[src/rtl/ctmr_pkg.sv]
// Shared types and the configuration address map of the capture timer.
package ctmr_pkg;
    typedef enum logic [1:0] {
        MODE_SPLIT_TMR = 2'd0,
        MODE_SPLIT_MIX = 2'd1,
        MODE_JOIN_TMR  = 2'd2,
        MODE_JOIN_EVT  = 2'd3
    } ctmr_mode_e;

    localparam logic [1:0] ADDR_MODE = 2'd0;
    localparam logic [1:0] ADDR_PRE  = 2'd1;
    localparam logic [1:0] ADDR_MLO  = 2'd2;
    localparam logic [1:0] ADDR_MHI  = 2'd3;
endpackage

[src/rtl/ctmr_edge.sv]
// Rising-edge detector for N single-bit inputs.
// Assumes the inputs are already synchronous to clk. The history resets to 0.
module ctmr_edge #(
    parameter int N = 3
) (
    input  logic         clk,
    input  logic         rst_n,
    input  logic [N-1:0] sig_in,
    output logic [N-1:0] rise
);
    logic [N-1:0] prev_q;

    // Keep the previous value of each input.
    always_ff @(posedge clk) begin
        if (!rst_n) prev_q <= '0;
        else        prev_q <= sig_in;
    end

    assign rise = sig_in & ~prev_q;
endmodule

[src/rtl/ctmr_prescaler.sv]
// Programmable clock-enable divider. It counts enabled cycles and gives one
// tick each time the count reaches or passes the limit. The >= compare lets a
// smaller limit written mid-count take hold at once.
// Assumes clr has priority over counting.
module ctmr_prescaler #(
    parameter int PRE_W = 8
) (
    input  logic             clk,
    input  logic             rst_n,
    input  logic             clr,
    input  logic             tick_en,
    input  logic [PRE_W-1:0] limit,
    output logic             tick
);
    localparam logic [PRE_W-1:0] PRE_ONE = {{(PRE_W-1){1'b0}}, 1'b1};

    logic [PRE_W-1:0] div_q;
    logic             at_limit;

    assign at_limit = (div_q >= limit);
    assign tick     = tick_en & ~clr & at_limit;

    // Advance the divider on enabled cycles and restart it at the limit.
    always_ff @(posedge clk) begin
        if (!rst_n)       div_q <= '0;
        else if (clr)     div_q <= '0;
        else if (tick_en) div_q <= at_limit ? '0 : div_q + PRE_ONE;
    end
endmodule

[src/rtl/ctmr_count_core.sv]
// Two HALF_W counter halves that run apart (split) or as one 2*HALF_W counter
// (joined). Each counter returns to zero when it advances from its match value,
// and gives a one-cycle wrap pulse. In joined operation only wrap_hi pulses.
// Assumes the increment inputs are already qualified by clr.
module ctmr_count_core #(
    parameter int HALF_W = 8
) (
    input  logic                clk,
    input  logic                rst_n,
    input  logic                clr,
    input  logic                joined,
    input  logic                inc_lo,
    input  logic                inc_hi,
    input  logic [HALF_W-1:0]   match_lo,
    input  logic [HALF_W-1:0]   match_hi,
    output logic [2*HALF_W-1:0] count,
    output logic                wrap_lo,
    output logic                wrap_hi
);
    localparam int CNT_W = 2 * HALF_W;
    localparam logic [HALF_W-1:0] HALF_ONE = {{(HALF_W-1){1'b0}}, 1'b1};
    localparam logic [CNT_W-1:0]  FULL_ONE = {{(CNT_W-1){1'b0}}, 1'b1};

    logic [CNT_W-1:0]             cnt_q, cnt_d;
    logic                         wlo_q, whi_q, wlo_d, whi_d;
    logic [1:0]                   half_inc, half_eq, half_hit;
    logic [1:0][HALF_W-1:0]       half_match, half_cur, half_next;
    logic                         full_hit;

    assign half_inc   = {inc_hi, inc_lo};
    assign half_match = {match_hi, match_lo};

    for (genvar h = 0; h < 2; h++) begin : g_half
        assign half_cur[h]  = cnt_q[h*HALF_W +: HALF_W];
        assign half_eq[h]   = (half_cur[h] == half_match[h]);
        assign half_hit[h]  = half_inc[h] & half_eq[h];
        assign half_next[h] = !half_inc[h] ? half_cur[h] :
                              (half_hit[h] ? '0 : half_cur[h] + HALF_ONE);
    end

    // The joined match reuses the two half comparators.
    assign full_hit = inc_lo & half_eq[0] & half_eq[1];

    // Pick the next count and the wrap pulses for the current arrangement.
    always_comb begin
        if (joined) begin
            cnt_d = !inc_lo ? cnt_q : (full_hit ? '0 : cnt_q + FULL_ONE);
            wlo_d = 1'b0;
            whi_d = full_hit;
        end else begin
            cnt_d = {half_next[1], half_next[0]};
            wlo_d = half_hit[0];
            whi_d = half_hit[1];
        end
    end

    // Register the count and the wrap pulses; clr restarts everything.
    always_ff @(posedge clk) begin
        if (!rst_n || clr) begin
            cnt_q <= '0;
            wlo_q <= 1'b0;
            whi_q <= 1'b0;
        end else begin
            cnt_q <= cnt_d;
            wlo_q <= wlo_d;
            whi_q <= whi_d;
        end
    end

    assign count   = cnt_q;
    assign wrap_lo = wlo_q;
    assign wrap_hi = whi_q;
endmodule

[src/rtl/ctmr_capture.sv]
// N capture registers of width W. Channel i loads value when grab[i] is high.
// Assumes grab is already a single-cycle edge strobe.
module ctmr_capture #(
    parameter int W = 16,
    parameter int N = 2
) (
    input  logic                clk,
    input  logic                rst_n,
    input  logic [N-1:0]        grab,
    input  logic [W-1:0]        value,
    output logic [N-1:0][W-1:0] held
);
    for (genvar c = 0; c < N; c++) begin : g_chan
        // Load this channel on its strobe, otherwise hold.
        always_ff @(posedge clk) begin
            if (!rst_n)       held[c] <= '0;
            else if (grab[c]) held[c] <= value;
        end
    end
endmodule

[src/rtl/capture_timer.sv]
// Split/joined capture timer-counter top level. It holds the configuration
// registers, chooses the increment source of each half from the mode, and
// connects the prescaler, counter core, edge detectors and capture registers.
// Assumes: inputs synchronous to clk; PRE_W <= HALF_W.
module capture_timer #(
    parameter int HALF_W = 8,
    parameter int PRE_W  = 8
) (
    input  logic                clk,
    input  logic                rst_n,
    input  logic                tick_en,
    input  logic                evt_in,
    input  logic                cap_a_in,
    input  logic                cap_b_in,
    input  logic                wr_en,
    input  logic [1:0]          wr_addr,
    input  logic [HALF_W-1:0]   wr_data,
    output logic [2*HALF_W-1:0] cap_a,
    output logic [2*HALF_W-1:0] cap_b,
    output logic                irq_lo,
    output logic                irq_hi
);
    import ctmr_pkg::*;

    localparam int CNT_W = 2 * HALF_W;

    ctmr_mode_e             mode_q;
    logic [PRE_W-1:0]       pre_q;
    logic [HALF_W-1:0]      mlo_q, mhi_q;
    logic                   mode_wr, joined, pre_tick, evt_rise;
    logic                   inc_lo, inc_hi;
    logic [2:0]             rise;
    logic [1:0]             cap_rise;
    logic [CNT_W-1:0]       count;
    logic [1:0][CNT_W-1:0]  cap_bank;

    assign mode_wr  = wr_en && (wr_addr == ADDR_MODE);
    assign joined   = mode_q[1];
    assign evt_rise = rise[0] & ~mode_wr;
    assign cap_rise = rise[2:1];

    // Configuration registers written through the port.
    always_ff @(posedge clk) begin
        if (!rst_n) begin
            mode_q <= MODE_SPLIT_TMR;
            pre_q  <= '0;
            mlo_q  <= '1;
            mhi_q  <= '1;
        end else if (wr_en) begin
            case (wr_addr)
                ADDR_MODE: mode_q <= ctmr_mode_e'(wr_data[1:0]);
                ADDR_PRE:  pre_q  <= wr_data[PRE_W-1:0];
                ADDR_MLO:  mlo_q  <= wr_data;
                default:   mhi_q  <= wr_data;
            endcase
        end
    end

    // Choose the increment source of each half from the mode.
    always_comb begin
        case (mode_q)
            MODE_SPLIT_TMR: begin inc_lo = pre_tick; inc_hi = pre_tick; end
            MODE_SPLIT_MIX: begin inc_lo = pre_tick; inc_hi = evt_rise; end
            MODE_JOIN_TMR:  begin inc_lo = pre_tick; inc_hi = 1'b0;     end
            default:        begin inc_lo = evt_rise; inc_hi = 1'b0;     end
        endcase
    end

    ctmr_edge #(.N(3)) u_edge (
        .clk    (clk),
        .rst_n  (rst_n),
        .sig_in ({cap_b_in, cap_a_in, evt_in}),
        .rise   (rise)
    );

    ctmr_prescaler #(.PRE_W(PRE_W)) u_pre (
        .clk     (clk),
        .rst_n   (rst_n),
        .clr     (mode_wr),
        .tick_en (tick_en),
        .limit   (pre_q),
        .tick    (pre_tick)
    );

    ctmr_count_core #(.HALF_W(HALF_W)) u_core (
        .clk      (clk),
        .rst_n    (rst_n),
        .clr      (mode_wr),
        .joined   (joined),
        .inc_lo   (inc_lo),
        .inc_hi   (inc_hi),
        .match_lo (mlo_q),
        .match_hi (mhi_q),
        .count    (count),
        .wrap_lo  (irq_lo),
        .wrap_hi  (irq_hi)
    );

    ctmr_capture #(.W(CNT_W), .N(2)) u_cap (
        .clk   (clk),
        .rst_n (rst_n),
        .grab  (cap_rise),
        .value (count),
        .held  (cap_bank)
    );

    assign cap_a = cap_bank[0];
    assign cap_b = cap_bank[1];
endmodule

[config.mk]
export PLATFORM = sky130hd
export DESIGN_NAME = capture_timer
export DESIGN_NICKNAME = d
export VERILOG_FILES = /design/src/rtl/ctmr_pkg.sv /design/src/rtl/ctmr_edge.sv /design/src/rtl/ctmr_prescaler.sv /design/src/rtl/ctmr_count_core.sv /design/src/rtl/ctmr_capture.sv /design/src/rtl/capture_timer.sv
export SDC_FILE = /design/constraint.sdc
export NUM_CORES = 1
export LEC_CHECK = 0
export ABC_AREA = 1
export CAP_MARGIN = 20
export CELL_PAD_IN_SITES_DETAIL_PLACEMENT = 0
export CELL_PAD_IN_SITES_GLOBAL_PLACEMENT = 1
export CORE_MARGIN = 4
export CORE_UTILIZATION = 36
export CTS_CLUSTER_DIAMETER = 150
export DETAILED_ROUTE_END_ITERATION = 10
export PLACE_DENSITY_LB_ADDON = 0.3
export SLEW_MARGIN = 20
export SYNTH_ARGS = -nofsm -noshare
export SYNTH_HDL_FRONTEND = slang
export SYNTH_SLANG_ARGS = --single-unit
export TNS_END_PERCENT = 1
[constraint.sdc]
create_clock -name clk -period 2.12 [get_ports clk]
set_input_delay 0.424 -clock clk [delete_from_list [all_inputs] [get_ports clk]]
set_output_delay 0.424 -clock clk [all_outputs]
set_load 0.1 [all_outputs]
==> reports/qor.csv <==
metric,value,unit
status,completed,
Worst-Skew Late Latency,0.37,ns
# H-tree levels,3,
initial antenna violation count,0,
critical path arrival,2.14,ns
syn_area_per_cell,7.62,sq um
crit path launch type,register,
CTS max path bufs,2,
critical path class,reg -> reg,
Std-Cell Rows,38,
core area,10900,sq um
post-synthesis xor/xnor area fraction,5.65,%
mux contribution to synthesized area,0,%
Peak VDD IR,0.350,mV
final period utilization,88.6,%
HP Class,reg -> reg,
CP Data Required Time,2.38,ns
HPWL after detailed placement,7090,um
Fin Hold WS,0.466,ns
skew final,0.00964,ns
Initial DRT Pass Iterations,6,
DRC viols,0,
crit path buf inv count,0,
post-layout min period,1.88,ns
GR Util met2,26.3,%
all-layer global routing usage,16.0,%
PortBufs,50,
post-synthesis compound-gate area fraction,16.9,%
I/O pins,51,
Final Non-Filler Cells,730,
final setup fails,0,
busiest grt layer,met2,
Worst path max stage delay,0.36,ns
Placement Setup Slack,0.0512,ns
post-synthesis sequential area ratio,43.2,%
Num CTS Buffers,9,
Die X,114,um
multi-input combinational cell area,1980,sq um
Synth area leaders,"dfxtp_1, nand2_1, o21ai_0, a21oi_1, inv_1",
worst setup margin,0.243,ns
max_slew headroom,75.7,%
pin count of the biggest net entering global routing,62,
Leak,2.10,nW
Initial DRC Count,217,
Ys Warns,0,
clock slew at reported path FFs,0.08,ns
initial core utilization,37.0,%
slowest CP cell,dfxtp_1,
CTS tree,yes,
Worst Tran Pin Value,0.363,ns
GRT overflow,0,
"area leader, netlist",dfxtp_1,
M1 GR Usage,20.4,%
maxcap violations,0,
area delta synth->final,22.0,%
Final #Nets,613,
Adder-Cell Fraction of Synth Area,3.41,%
total negative slack,0,ns
crit path cell chain,ha_1 > nand2_1 > nor2_1 > nor2_1 > nand2_1 > nand2_1 > nand2_2 > nand3_2 > nand2_4 > o211ai_2 > nand2_1 > nor2_1,
Sink Count,87,
RD Place Congestion,0.744,
cell family with most CP delay,simple AND/OR/NAND/NOR gates,
vias per inst,4.90,
WL per Instance,13.4,um
ys flop type,dfxtp_1,
design area,4920,sq um
Final Hold Viols,0,
critical path capture point type,register,
dpl cells,711,
Final Power,4.11,mW
ANT cells,0,
die height,114,um
Mapped Cells,529,
Routed Antenna Nets,0,
Layout fillers,1093,
vias in the first global route,3451,
Post-Synth Simple-Gate Area,22.9,%
root buf cell,clkbuf_8,
Async SR Flop Fraction,0,%
Yosys reg bits,87,
M3 GR Usage,2.76,%
synthesized area,4030,sq um
Yosys cell types,39,
first-pass GRT wire length,16500,um
share of layout cells above drive strength 1,15.8,%
Yosys top cell area share,43.2,%
WL final,9790,um
Die Area,13000,sq um
Post-synth EDFFs,0,
Fmax,0.533,GHz
placed inst area,4640,sq um
Syn Nets,557,
main combinational cell family by area after synthesis,simple AND/OR/NAND/NOR gates,
area occupied by registers,1740,sq um
max-slew violation count,0,
total number of vias,3574,
Power Dens Cells,835,nW/um^2
CP dominant cell by count,nand2_1,
post-cts hold buffer count,0,
"Core Util, Final",45.2,%
worst-path fanout max,7,
-- worst min-delay path, stage by stage, from the launching register on --
cell	delay, ns
dfxtp_1	0.30
inv_1	0.06
a21oi_1	0.06
-- final cells by class --
cell class                      count  share of cell area (%)
Clock buffer                       10                    2.80
Clock inverter                      6                    2.19
Inverter                           57                    4.35
Multi-Input combinational cell    363                    40.4
Sequential cell                    87                    35.4
Tap cell                          140                    3.56
Timing Repair Buffer               67                    11.3
-- cell usage after synthesis (8+ instances only) --
cell type and number:
nand2_1 94, dfxtp_1 87, o21ai_0 56, a21oi_1 53
inv_1 52, nor2_1 37, nand3_1 29, xnor2_1 18
clkbuf_1 15, ha_1 11, nor3_1 9, nand4_1 8
o31ai_1 8, xor2_1 8
-- power breakdown --
group          leakage [nW]  switching, mW  internal (mW)
Sequential            0.714         0.0895           1.73
Combinational          1.26          0.614          0.248
Clock                 0.122          0.611          0.811
-- sequential cells by signal, summed over array words and instances (netlist names) --
name            count
u_cap.held         32
u_core.count       16
mhi_q               8
mlo_q               8
pre_q               8
u_pre.div_q         8
u_edge.prev_q       3
mode_q              2
u_core.wrap_hi      1
u_core.wrap_lo      1
-- repair_timing --
action | CTS | global route
setup endpoints to repair | 0 | 12
buffers inserted | 0 | 2
resized for setup | 0 | 3
-- cell families (layout without fill, tap and decap cells) --
kind of cell | count (synthesis) | after routing
AOI/OAI and AO/OA | 128 | 128
and+or+nand+nor | 197 | 198
buffers and inverters | 80 | 140
adders and majority gates | 11 | 11
xor gates and xnor gates | 26 | 26
DFF | 87 | 87
-- per-layer routing --
layer  wire length [um]  vias up
met1               4680     1654
met3                225       18
met4                212        0
li1                   -     1864
met2               4670       38
met5                  0        -
-- cells in the final DEF, fill, tap and decap left out, types with 3 or more instances in the layout --
cell / Yosys / routed
nand2_1: 94 / 93
dfxtp_1: 87 / 86
o21ai_0: 56 / 56
a21oi_1: 53 / 53
inv_1: 52 / 52
buf_4: 1 / 50
nor2_1: 37 / 37
nand3_1: 29 / 28
xnor2_1: 18 / 18
clkdlybuf4s50_1: 0 / 16
ha_1: 11 / 11
clkbuf_8: 0 / 10
nor3_1: 9 / 9
nand4_1: 8 / 8
o31ai_1: 8 / 8
xor2_1: 8 / 8
o21ai_1: 5 / 5
inv_2: 4 / 4
nand2_2: 2 / 4
nand3_2: 3 / 4
nor3_2: 3 / 3
bufinv_16: 0 / 3
-- worst paths after layout --
| path | start | slack, ns | depth (start not counted) | to |
|---|---|---|---|---|
| max reg2reg | u_pre.div_q[3] | 0.24 | 12 | u_core.count[2] |
| max | u_pre.div_q[3] | 0.24 | 12 | u_core.count[2] |
| min reg2reg | pre_q[3] | 0.47 | 2 | pre_q[3] |
| min | pre_q[3] | 0.47 | 2 | pre_q[3] |
No activity file was read; power rests on OpenSTA's default activity.
